**config.mk**
```make
export PLATFORM = sky130hd
export DESIGN_NAME = lvds_word_deser
export DESIGN_NICKNAME = d
export VERILOG_FILES = /design/src/rtl/lwd_pkg.sv /design/src/rtl/lwd_lane_hist.sv /design/src/rtl/lwd_frame_lock.sv /design/src/rtl/lwd_word_pack.sv /design/src/rtl/lvds_word_deser.sv
export SDC_FILE = /design/constraint.sdc
export NUM_CORES = 1
export LEC_CHECK = 0
export ABC_AREA = 1
export CORE_UTILIZATION = 50
export CTS_CLUSTER_SIZE = 12
export DETAILED_ROUTE_END_ITERATION = 12
export PLACE_DENSITY = 0.72
export SETUP_SLACK_MARGIN = 0.05
export SLEW_MARGIN = 20
export SYNTH_ARGS = -nofsm -noshare
export SYNTH_HDL_FRONTEND = slang
export SYNTH_HIERARCHICAL = 1
export SYNTH_SLANG_ARGS = --single-unit
```
**constraint.sdc**
```tcl
create_clock -name clk -period 3 [get_ports clk]
set_input_delay 0.9 -clock clk [delete_from_list [all_inputs] [get_ports clk]]
set_output_delay 0.9 -clock clk [all_outputs]
set_load 0.02 [all_outputs]
```
**src/rtl/lwd_pkg.sv**
```systemverilog
package lwd_pkg;
    localparam int LANES   = 3;
    localparam int LANE_HI = 0;
    localparam int LANE_LO = 1;
    localparam int LANE_FR = 2;
endpackage

```
**src/rtl/lwd_lane_hist.sv**
```systemverilog
module lwd_lane_hist #(
    parameter int W = 9
) (
    input  logic         clk,
    input  logic         rst_n,
    input  logic [1:0]   pair,
    output logic [W-1:0] hist
);
    logic [W-1:0] hist_d, hist_q;

    // newest pair enters at the bottom; the rising-edge bit is the older one
    always_comb hist_d = {hist_q[W-3:0], pair};

    always_ff @(posedge clk or negedge rst_n) begin
        if (!rst_n) hist_q <= '0;
        else        hist_q <= hist_d;
    end

    assign hist = hist_q;
endmodule

```
**src/rtl/lwd_frame_lock.sv**
```systemverilog
module lwd_frame_lock #(
    parameter int BYTE_W      = 8,
    parameter int LOCK_HITS   = 4,
    parameter int DROP_MISSES = 2
) (
    input  logic            clk,
    input  logic            rst_n,
    input  logic [BYTE_W:0] fr_hist,
    output logic            emit,
    output logic            drop,
    output logic            locked,
    output logic            off
);
    localparam int CYC    = BYTE_W / 2;
    localparam int CNT_W  = (CYC > 1) ? $clog2(CYC) : 1;
    localparam int HIT_W  = $clog2(LOCK_HITS + 1);
    localparam int MISS_W = $clog2(DROP_MISSES + 1);
    localparam logic [BYTE_W-1:0] MARK = {{(BYTE_W/2){1'b1}}, {(BYTE_W/2){1'b0}}};

    typedef struct packed {
        logic [CNT_W-1:0]  cnt;
        logic [CNT_W-1:0]  phase;
        logic              off;
        logic              cand;
        logic [HIT_W-1:0]  hits;
        logic [MISS_W-1:0] miss;
        logic              lock;
    } st_t;

    st_t st_d, st_q;
    logic m_even, m_odd, hit, slot, search;

    assign m_even = (fr_hist[BYTE_W-1:0] == MARK);
    assign m_odd  = (fr_hist[BYTE_W:1]   == MARK);

    always_comb begin
        st_d   = st_q;
        emit   = 1'b0;
        drop   = 1'b0;
        st_d.cnt = (st_q.cnt == CNT_W'(CYC - 1)) ? '0 : st_q.cnt + 1'b1;
        slot   = st_q.cand && (st_q.cnt == st_q.phase);
        hit    = st_q.off ? m_odd : m_even;
        search = !st_q.cand;

        if (slot) begin
            if (st_q.lock) begin
                if (hit) begin
                    st_d.miss = '0;
                    emit      = 1'b1;
                end else if (st_q.miss == MISS_W'(DROP_MISSES - 1)) begin
                    drop      = 1'b1;
                    st_d.lock = 1'b0;
                    st_d.cand = 1'b0;
                    st_d.hits = '0;
                    st_d.miss = '0;
                    search    = 1'b1;
                end else begin
                    st_d.miss = st_q.miss + 1'b1;
                    emit      = 1'b1;
                end
            end else if (hit) begin
                st_d.hits = st_q.hits + 1'b1;
                if (st_q.hits == HIT_W'(LOCK_HITS - 1)) begin
                    st_d.lock = 1'b1;
                    st_d.miss = '0;
                end
            end else begin
                st_d.cand = 1'b0;
                st_d.hits = '0;
                search    = 1'b1;
            end
        end

        if (search && (m_even || m_odd)) begin
            st_d.cand  = 1'b1;
            st_d.off   = !m_even;
            st_d.phase = st_q.cnt;
            st_d.hits  = HIT_W'(1);
        end
    end

    always_ff @(posedge clk or negedge rst_n) begin
        if (!rst_n) st_q <= '0;
        else        st_q <= st_d;
    end

    assign locked = st_q.lock;
    assign off    = st_q.off;
endmodule

```
**src/rtl/lwd_word_pack.sv**
```systemverilog
module lwd_word_pack #(
    parameter int BYTE_W   = 8,
    parameter int SAMPLE_W = 14,
    parameter int HI_W     = 7
) (
    input  logic [HI_W-1:0]   hi_hist,
    input  logic [BYTE_W:0]   lo_hist,
    input  logic              off,
    input  logic              fmt_offset,
    output logic [2*BYTE_W-1:0] word
);
    localparam int WORD_W = 2 * BYTE_W;
    localparam int UP_W   = SAMPLE_W - BYTE_W;

    logic [UP_W-1:0]     up_part;
    logic [BYTE_W-1:0]   lo_part;
    logic [SAMPLE_W-1:0] raw;
    logic                sgn;

    always_comb begin
        // one offset serves both lanes, so both bytes come from one frame
        up_part = hi_hist[off +: UP_W];
        lo_part = lo_hist[off +: BYTE_W];
        raw     = {up_part, lo_part};
        sgn     = raw[SAMPLE_W-1] ^ fmt_offset;
        word    = {{(WORD_W - SAMPLE_W + 1){sgn}}, raw[SAMPLE_W-2:0]};
    end
endmodule

```
**src/rtl/lvds_word_deser.sv**
```systemverilog
module lvds_word_deser #(
    parameter int BYTE_W      = 8,
    parameter int SAMPLE_W    = 14,
    parameter int LOCK_HITS   = 4,
    parameter int DROP_MISSES = 2
) (
    input  logic                  clk,
    input  logic                  rst_n,
    input  logic                  hi_rise,
    input  logic                  hi_fall,
    input  logic                  lo_rise,
    input  logic                  lo_fall,
    input  logic                  fr_rise,
    input  logic                  fr_fall,
    input  logic                  fmt_offset,
    output logic [2*BYTE_W-1:0]   sample_o,
    output logic                  valid_o,
    output logic                  locked_o
);
    import lwd_pkg::*;

    localparam int WORD_W = 2 * BYTE_W;
    localparam int FULL_W = BYTE_W + 1;
    localparam int HI_W   = SAMPLE_W - BYTE_W + 1;

    typedef struct packed {
        logic [WORD_W-1:0] sample;
        logic              valid;
    } out_t;

    logic [1:0]        pair [LANES];
    logic [HI_W-1:0]   hi_hist;
    logic [FULL_W-1:0] lo_hist, fr_hist;
    logic              emit, drop, locked, off;
    logic [WORD_W-1:0] word;
    out_t              out_d, out_q;

    assign pair[LANE_HI] = {hi_rise, hi_fall};
    assign pair[LANE_LO] = {lo_rise, lo_fall};
    assign pair[LANE_FR] = {fr_rise, fr_fall};

    for (genvar g = 0; g < LANES; g++) begin : g_lane
        if (g == LANE_HI) begin : g_hi
            lwd_lane_hist #(.W(HI_W)) u_hist (
                .clk(clk), .rst_n(rst_n), .pair(pair[g]), .hist(hi_hist));
        end else if (g == LANE_LO) begin : g_lo
            lwd_lane_hist #(.W(FULL_W)) u_hist (
                .clk(clk), .rst_n(rst_n), .pair(pair[g]), .hist(lo_hist));
        end else begin : g_fr
            lwd_lane_hist #(.W(FULL_W)) u_hist (
                .clk(clk), .rst_n(rst_n), .pair(pair[g]), .hist(fr_hist));
        end
    end

    lwd_frame_lock #(
        .BYTE_W(BYTE_W), .LOCK_HITS(LOCK_HITS), .DROP_MISSES(DROP_MISSES)
    ) u_lock (
        .clk(clk), .rst_n(rst_n), .fr_hist(fr_hist),
        .emit(emit), .drop(drop), .locked(locked), .off(off));

    lwd_word_pack #(
        .BYTE_W(BYTE_W), .SAMPLE_W(SAMPLE_W), .HI_W(HI_W)
    ) u_pack (
        .hi_hist(hi_hist), .lo_hist(lo_hist), .off(off),
        .fmt_offset(fmt_offset), .word(word));

    always_comb begin
        out_d.valid = emit;
        if (emit)                out_d.sample = word;
        else if (!locked || drop) out_d.sample = '0;
        else                     out_d.sample = out_q.sample;
    end

    always_ff @(posedge clk or negedge rst_n) begin
        if (!rst_n) out_q <= '0;
        else        out_q <= out_d;
    end

    assign sample_o = out_q.sample;
    assign valid_o  = out_q.valid;
    assign locked_o = locked;
endmodule

```
# Yosys cells after proc, flatten, opt, wreduce, memory -nomap -nowiden
# Index checks and enable logic that the tools add are counted.
# op_classes
n_addsub,3
n_mul,0
div,0
magnitude_cmp,0
n_eq_ne,9
shifts,2
muxes,28
bitwise,1
n_reduce_logical,14
# op_table
op,n
two-way mux 16 bit,2
== test 8 bit (second input constant),2
two-way mux 1 bit,15
two-way mux 7 bit,2
two-way mux 4 bit,3
two-way mux 3 bit,3
AND reduction 3 bit,3
indexed part select 9 x 2 -> 8 bit,1
nonzero test 2 bit,4
indexed part select 7 x 2 -> 6 bit,1
two-way mux 2 bit,3
!= test 3 bit (second input constant),2
adder 2 x 1 -> 2 bit (second input constant),2
adder 3 x 1 -> 3 bit (second input constant),1
== test 3 x 2 -> 1 bit (second input constant),1
logical NOT 1 bit,3
== test 2 x 1 -> 1 bit (second input constant),1
== test 2 bit,1
== test 2 bit (second input constant),1
logical AND 1 bit,2
logical OR 1 bit,2
!= test 2 bit (second input constant),1
bitwise XOR 1 bit,1
# word_totals
ff_bits,54
latch_bits,0
ramBits,0
mem_bits_ro,0
output_inout_bits,18
elab_cells,69
n_memories,0

# Logic depth before layout (Yosys ltp)
# Gate-level depths: netlist of run 1.
# logic_depth
depth_word,8
mapped_depth,14

# Modules after synthesis
# Netlist of run 1, hierarchy kept.
# modules_own_cells
mod,n_inst,cells_each,area_per_inst_um2
lwd_frame_lock,1,114,767.0
lvds_word_deser,1,71,694.4
lwd_lane_hist (g_lane[1].g_lo.u_hist ...),2,9,225.2
lwd_word_pack,1,51,229.0
lwd_lane_hist (g_lane[0].g_hi.u_hist),1,7,175.2

# Least setup slack after synthesis of run 1
# Ideal clock, no wire load.
# synth_timing
path_kind,register to register
start,register u_lock/st_q[11] (netlist name)
end,register out_q (netlist bit sample_o[10])
arrival_ps,1452
required_time_ps,2882
slack_ps,1430
path_stages_with_launch,12
path_cell_list,dfrtp_1 -> inv_1 -> nand2_1 -> nand2_1 -> nand4_1 -> inv_2 -> nand2_1 -> nor2_1 -> nor2_8 -> buf_8 -> nand3_1 -> nand2_1
# synth_via
elab_chain_len,5
elab_cells_between_ends,7
cone_classes,1 x eq/ne; 3 x mux; 3 x reduce/logical
# synth_lines
item,line_no,rtl
"start, declared",lwd_frame_lock.sv:30,"st_t st_d, st_q;"
"start signal, assigned",lwd_frame_lock.sv:84,else st_q <= st_d;
== test 2 bit,lwd_frame_lock.sv:41,slot = st_q.cand && (st_q.cnt == st_q.phase);
logical AND 1 bit,lwd_frame_lock.sv:41,
two-way mux 1 bit,lwd_frame_lock.sv:45,if (slot) begin
named net drop,lvds_word_deser.sv:34,"logic emit, drop, locked, off;"
logical OR 1 bit,lvds_word_deser.sv:70,else if (!locked || drop) out_d.sample = '0;
nonzero test 2 bit (no line),-,
"end signal, assigned",lvds_word_deser.sv:76,else out_q <= out_d;
"end, declared",lvds_word_deser.sv:36,"out_t out_d, out_q;"
# The timed path passes the listed nets, and every way through them passes these cells.
# A chain may end at the register's enable or synchronous reset.

# Worst setup path in the final report of run 1
# layout_timing
start,register out_q (netlist bit sample_o[10])
end,output port sample_o[10]
# layout_rtl
item,line_no,rtl
"end, declared",lvds_word_deser.sv:16,"output logic [2*BYTE_W-1:0] sample_o,"
# No word-level cell between the ends.

==> reports/metrics.json, run 1 <==
{
  "critical_path": {
    "critPathBufInv": 1,
    "slowest_stage": "sky130_fd_sc_hd__clkdlybuf4s50_1",
    "cpLargestDelayFamily": "buffers and inverters",
    "critical_path_start_end_classification": "register to primary output",
    "arrival_ns": 1.31,
    "crit_path_max_incr_delay_ns": 0.61,
    "worst-r2r-setup-slack_ns": 0.94,
    "startpoint_class_of_the_critical_path": "register",
    "kind_of_end_point_of_the_critical_path": "primary output",
    "crit_chain": "clkdlybuf4s50_1",
    "worstPathMaxFanout": 2,
    "critical_path_required_ns": 2.10
  },
  "yosys": {
    "netlist_instances": 261,
    "netlist.area_leader.share": 0.5835,
    "synth_area_per_cell_sq_um": 8.873,
    "synth.lib_cells_used.distinct": 23,
    "synthesis.yosys.warnings": 6,
    "synth_top_cell_by_area": "sky130_fd_sc_hd__dfrtp_1",
    "total_of_flip_flops_plus_latches_after_synthesis": 54,
    "syn_nets": 273,
    "synthesis.area_sq_um": 2316,
    "cells_taking_the_most_area_after_synthesis": "sky130_fd_sc_hd__dfrtp_1 (58%), sky130_fd_sc_hd__nand2_1 (18%), sky130_fd_sc_hd__nand3_1 (6.3%)",
    "seq_area_frac_synth": 0.5835
  },
  "sta": {
    "setup_viol": 0,
    "timing.hold.ws_ns": 0.3819,
    "final_max_slew_viol_count": 0,
    "timing.final.ws_setup_ns": 0.7942,
    "grt_setup_unrepaired": "false",
    "clock_skew_ns": 0.01135,
    "worst_slew_pin_slew_ns": 0.5918,
    "timing.final.hold_violations": 0,
    "slew-limit-headroom": 0.6051,
    "clock.fmax_mhz": 453.3,
    "portion_of_the_clock_cycle_consumed_by_the_worst_path_in_the_final_layout": 0.7353,
    "fin_tns_setup_ns": 0,
    "tmin_final_ns": 2.206
  },
  "routing": {
    "totalWireLength_um": 4179,
    "via_count": 1697,
    "antenna_violating_nets_post_route": 0,
    "drt_drc_violations_left": 0,
    "avgRoutedWirePerCell_um": 12.29,
    "drt_first_iter_violations": 108,
    "vias_per_cell": 4.991,
    "dr.pass1.iters": 4
  },
  "placement": {
    "preCtsSetupSlack_ns": 0.9660,
    "finalWeightedCongestion": 0.8438,
    "dp.final_hpwl_um": 3097,
    "io_buffer_count": 26,
    "post-place-cells": 332,
    "post_dp_cell_area_sq_um": 2574
  },
  "global_route": {
    "grt_pass1_vias": 1652,
    "grt_pass1_wl_um": 7410,
    "antenna_found_initial": 0,
    "globalRouteOverflowTotal": 0,
    "grt_util_all_layers": 0.1911,
    "grt_start_max_net_pins": 23
  },
  "min_path": {
    "min_path_type": "register to register"
  },
  "clock_tree": {
    "clock_pin_slew_on_the_worst_setup_and_hold_paths_ns": 0.10,
    "clock_tree_from_tritoncts": "built",
    "post_cts.repair.setup_buffers": 0,
    "cts.root.buffer_cell": "sky130_fd_sc_hd__clkbuf_8",
    "clock_insertion_delay_worst_skew_ns": 0.30,
    "cts.hold.buffers_added": 0,
    "clock_tree.buffer_depth": 2,
    "cts_made_buffers": 5,
    "clock_tree.htree_level_count": 2,
    "cts_repair_resize_count": 0,
    "cts_sinks": 54
  },
  "finish": {
    "nNetsFinal": 299,
    "design_area_sq_um": 2691,
    "finalCoreUtilization": 0.6097,
    "post_layout_nonfiller_instances": 340,
    "layout-area-overhead-vs-synth_pct": 16.21,
    "multi_input_area_sq_um": 789.5,
    "regArea_sq_um": 1351,
    "n_fill_cell": 375,
    "final_layout_size_suffix_gt1_frac": 0.09722,
    "number_of_antenna_cells_inserted": 0
  },
  "floorplanning": {
    "core-area_sq_um": 4414,
    "num_rows": 24,
    "die_footprint_sq_um": 4908,
    "initial_utilization": 0.5247,
    "ios": 27,
    "die_height_um": 70.06,
    "die_w_um": 70.06
  },
  "pwr": {
    "irDropWorstVdd_uv": 369.2,
    "total_power_mw": 1.437,
    "power.density_nw_per_um2": 534.0,
    "leak_pwr_nw": 1.418
  },
  "job": {
    "max-cap-violations": 0
  },
  "status": {
    "status": "completed"
  }
}
## path summary, 6_finish.rpt
path | cells after the start | start | to
max in group asynchronous | 2 | rst_n | g_lane[2].g_fr.u_hist/hist[1]
worst max register to register | 9 | u_lock/off | sample_o[11]
worst min-delay path | 0 | g_lane[1].g_lo.u_hist/hist[4] | g_lane[1].g_lo.u_hist/hist[6]
worst min register to register | 0 | g_lane[1].g_lo.u_hist/hist[4] | g_lane[1].g_lo.u_hist/hist[6]
min in group asynchronous | 1 | rst_n | sample_o[8]
worst max-delay path | 1 | sample_o[10] | sample_o[10]
## logic make-up (layout without fill, tap and decap cells)
| group | after synthesis | after routing | share of synthesized area |
|---|---|---|---|
| compound gates | 9 | 9 | 0.02215 |
| fa+ha+maj | 3 | 3 | 0.01621 |
| buf+inv | 34 | 61 | 0.07563 |
| flops | 54 | 54 | 0.5835 |
| simple gates | 161 | 161 | 0.3025 |
## area by class of cell
class                      count  area share
clock buffer                   5     0.02557
clock inverter                 3     0.01813
inverter                      24     0.03347
multi-input combinational    173      0.2934
sequential                    54      0.5021
tap                           52     0.02417
timing repair buffer          29      0.1032
## synth_stat cells
cell type / number
sky130_fd_sc_hd__nand2_2: 3
sky130_fd_sc_hd__o211ai_1: 1
sky130_fd_sc_hd__nand2_4: 2
sky130_fd_sc_hd__nand4_1: 2
sky130_fd_sc_hd__nor2_1: 10
sky130_fd_sc_hd__o21ai_2: 1
sky130_fd_sc_hd__nand3_1: 29
sky130_fd_sc_hd__ha_1: 3
sky130_fd_sc_hd__inv_1: 19
sky130_fd_sc_hd__nand2_1: 108
sky130_fd_sc_hd__inv_2: 5
sky130_fd_sc_hd__nor2_2: 3
sky130_fd_sc_hd__nand3_2: 1
sky130_fd_sc_hd__dfrtp_1: 54
sky130_fd_sc_hd__buf_2: 1
sky130_fd_sc_hd__clkbuf_2: 1
sky130_fd_sc_hd__buf_6: 2
sky130_fd_sc_hd__o21ai_0: 5
sky130_fd_sc_hd__o21ai_1: 2
sky130_fd_sc_hd__nor3_1: 2
sky130_fd_sc_hd__nor2_8: 1
sky130_fd_sc_hd__buf_8: 1
sky130_fd_sc_hd__buf_4: 5
## registers in the layout (all words and copies together), names as in the netlist
signal / cells
g_lane.g_hi.u_hist/hist: 7
sample_o: 16
g_lane.g_lo.u_hist/hist: 9
valid_o: 1
g_lane.g_fr.u_hist/hist: 9
u_lock/st_q: 10
u_lock/off: 1
u_lock/locked: 1
## routing by layer
| layer | vias to the layer above | GRT usage | part of all wire |
|---|---|---|---|
| met5 | - | 0 | 0 |
| met2 | 29 | 0.3034 | 0.47 |
| li1 | 860 | - | - |
| met4 | 0 | 0.05333 | 0.0093 |
| met3 | 4 | 0.04329 | 0.023 |
| met1 | 804 | 0.2653 | 0.50 |
## layout by cell type, fill, tap and decap left out, drive strengths merged
cell type	count
o21ai	8
nor2	14
nor3	2
clkbuf	5
clkinvlp	1
o211ai	1
dfrtp	54
nand2	113
bufinv	1
nand3	30
inv	25
ha	3
buf	4
nand4	2
clkdlybuf4s50	25
## power by group
part	total [mW]	switching [mW]	internal (mW)
combinational	0.144	0.0939	0.0505
clock	0.496	0.242	0.254
sequential	0.797	0.0370	0.760
Note: power is estimated with default switching activity, not from simulation.
==> inputs of run 2 (changes only) <==
--- a/config.mk
+++ b/config.mk
@@ -9,7 +9,7 @@
 export CORE_UTILIZATION = 50
 export CTS_CLUSTER_SIZE = 12
 export DETAILED_ROUTE_END_ITERATION = 12
-export PLACE_DENSITY = 0.72
+export PLACE_DENSITY = 0.75
 export SETUP_SLACK_MARGIN = 0.05
 export SLEW_MARGIN = 20
 export SYNTH_ARGS = -nofsm -noshare
==> constraint.sdc (replaced) <==
create_clock -name clk -period 1.89 [get_ports clk]
set_input_delay 0.567 -clock clk [delete_from_list [all_inputs] [get_ports clk]]
set_output_delay 0.567 -clock clk [all_outputs]
set_load 0.02 [all_outputs]
==> reports/metrics.json, run 2 (same netlist as run 1, synthesis figures left out) <==
{
  "status": {
    "status": "completed"
  },
  "sta": {
    "fin_tns_setup_ns": 0,
    "clock_skew_ns": 0.01177,
    "timing.hold.ws_ns": 0.2235,
    "clock.fmax_mhz": 558.3,
    "grt_setup_unrepaired": "false",
    "portion_of_the_clock_cycle_consumed_by_the_worst_path_in_the_final_layout": 0.9477,
    "tmin_final_ns": 1.791,
    "final_max_slew_viol_count": 0,
    "worst_slew_pin_slew_ns": 0.3319,
    "setup_viol": 0,
    "timing.final.hold_violations": 0,
    "slew-limit-headroom": 0.7779
  },
  "critical_path": {
    "crit_chain": "clkdlybuf4s50_1",
    "startpoint_class_of_the_critical_path": "register",
    "kind_of_end_point_of_the_critical_path": "primary output",
    "crit_path_max_incr_delay_ns": 0.59,
    "worstPathMaxFanout": 1,
    "critical_path_required_ns": 1.32,
    "critPathBufInv": 1,
    "slowest_stage": "sky130_fd_sc_hd__clkdlybuf4s50_1",
    "cpLargestDelayFamily": "buffers and inverters",
    "critical_path_start_end_classification": "register to primary output",
    "arrival_ns": 1.22
  },
  "routing": {
    "totalWireLength_um": 4050,
    "antenna_violating_nets_post_route": 0,
    "dr.pass1.iters": 4,
    "avgRoutedWirePerCell_um": 11.88,
    "drt_drc_violations_left": 0,
    "via_count": 1755,
    "vias_per_cell": 5.147,
    "drt_first_iter_violations": 98
  },
  "clock_tree": {
    "clock_tree.htree_level_count": 2,
    "post_cts.repair.setup_buffers": 0,
    "cts.root.buffer_cell": "sky130_fd_sc_hd__clkbuf_8",
    "clock_tree_from_tritoncts": "built",
    "clock_insertion_delay_worst_skew_ns": 0.31,
    "clock_tree.buffer_depth": 2,
    "cts_made_buffers": 5,
    "cts_sinks": 54,
    "clock_pin_slew_on_the_worst_setup_and_hold_paths_ns": 0.09
  },
  "floorplanning": {
    "initial_utilization": 0.5247,
    "core-area_sq_um": 4414,
    "die_w_um": 70.06,
    "num_rows": 24,
    "ios": 27,
    "die_height_um": 70.06,
    "die_footprint_sq_um": 4908
  },
  "job": {
    "max-cap-violations": 0
  },
  "finish": {
    "mostFrequentLayoutCell": "sky130_fd_sc_hd__nand2_1",
    "multi_input_area_sq_um": 789.5,
    "number_of_antenna_cells_inserted": 0,
    "layout-area-overhead-vs-synth_pct": 16.42,
    "final_layout_size_suffix_gt1_frac": 0.1038,
    "most-common-layout-cells": "sky130_fd_sc_hd__nand2_1 (108), sky130_fd_sc_hd__dfrtp_1 (54), sky130_fd_sc_hd__nand3_1 (29), sky130_fd_sc_hd__inv_1 (18), sky130_fd_sc_hd__dlygate4sd2_1 (14)",
    "n_fill_cell": 375,
    "largest_register_ffs": 16,
    "nNetsFinal": 300,
    "regArea_sq_um": 1351
  },
  "placement": {
    "io_buffer_count": 26,
    "finalWeightedCongestion": 0.8073,
    "dp.final_hpwl_um": 2759
  },
  "global_route": {
    "grt_pass1_wl_um": 7376,
    "globalRouteOverflowTotal": 0,
    "grt_util_all_layers": 0.1917,
    "antenna_found_initial": 0,
    "grt_pass1_vias": 1690,
    "grt_start_max_net_pins": 55
  },
  "pwr": {
    "leak_pwr_nw": 1.548,
    "irDropWorstVdd_uv": 545.1,
    "power.density_nw_per_um2": 810.6
  },
  "min_path": {
    "min_path_type": "input port to async pin"
  }
}
-- run 2: cell count changes in the layout (fill, tap and decap cells not counted), sizes merged, moves of 2 or more --
cell           before  now
clkdlybuf4s50      25    8
dlygate4sd2         0   14
dlymetal6s2s        0    3
clkinv              0    2
-- run 2: report_power, final --
group | leakage, nW | total, mW | internal [mW] | switching [mW]
clock network | 0.0514 | 0.681 | 0.302 | 0.379
logic | 0.807 | 0.257 | 0.0881 | 0.169
registers | 0.689 | 1.25 | 1.21 | 0.0415
-- run 2: layout make-up --
cell class	instances	share of cell area
inverter	24	0.03341
sequential	54	0.5012
tap	52	0.02413
clock buffer	6	0.03063
clock inverter	2	0.006497
multi-input combinational	173	0.2928
timing repair buffer	30	0.1114
-- run 2: repair_timing --
action	4_1_cts	5_1_grt
hold endpoints to repair	0	0
setup endpoints to repair	14	6
hold buffers	0	0
resized for setup	14	4
-- run 2: per-stage QoR --
step / cells / worst slack (ns) / util / area (sq um) / total power, mW
floorplan: 261 / 0.3198 / - / 2316 / 1.462
global placement: 333 / 0.2692 / 0.5904 / 2606 / 1.517
detailed placement: 333 / 0.2276 / 0.5904 / 2606 / 1.528
CTS: 341 / 0.05025 / 0.6091 / 2689 / 2.206
global route: 341 / 0.05753 / 0.6108 / 2696 / 2.299
finish: 341 / 0.09882 / 0.6108 / 2696 / 2.186
-- run 2: per-layer routing --
layer / routed length [um] / vias to the layer above / GRT usage / share of wire
met5: 0 / - / 0 / 0
met4: 90 / 0 / 0.1089 / 0.022
met1: 1945 / 842 / 0.2558 / 0.48
li1: - / 865 / - / -
met3: 121 / 7 / 0.03463 / 0.030
met2: 1893 / 41 / 0.2959 / 0.47
-- run 2: path summary, 6_finish.rpt --
kind | slack (ns) | start | end | cells past startpoint
max in group asynchronous | 1.41 | rst_n | u_lock/st_q[11] | 2
min in group clk | 0.38 | g_lane[0].g_hi.u_hist/hist[0] | g_lane[0].g_hi.u_hist/hist[2] | 0
worst max-delay path | 0.1 | valid_o | valid_o | 1
worst min-delay path | 0.22 | rst_n | u_lock/st_q[9] | 2
worst min register to register | 0.38 | g_lane[0].g_hi.u_hist/hist[0] | g_lane[0].g_hi.u_hist/hist[2] | 0
worst max register to register | 0.24 | u_lock/st_q[11] | sample_o[6] | 10
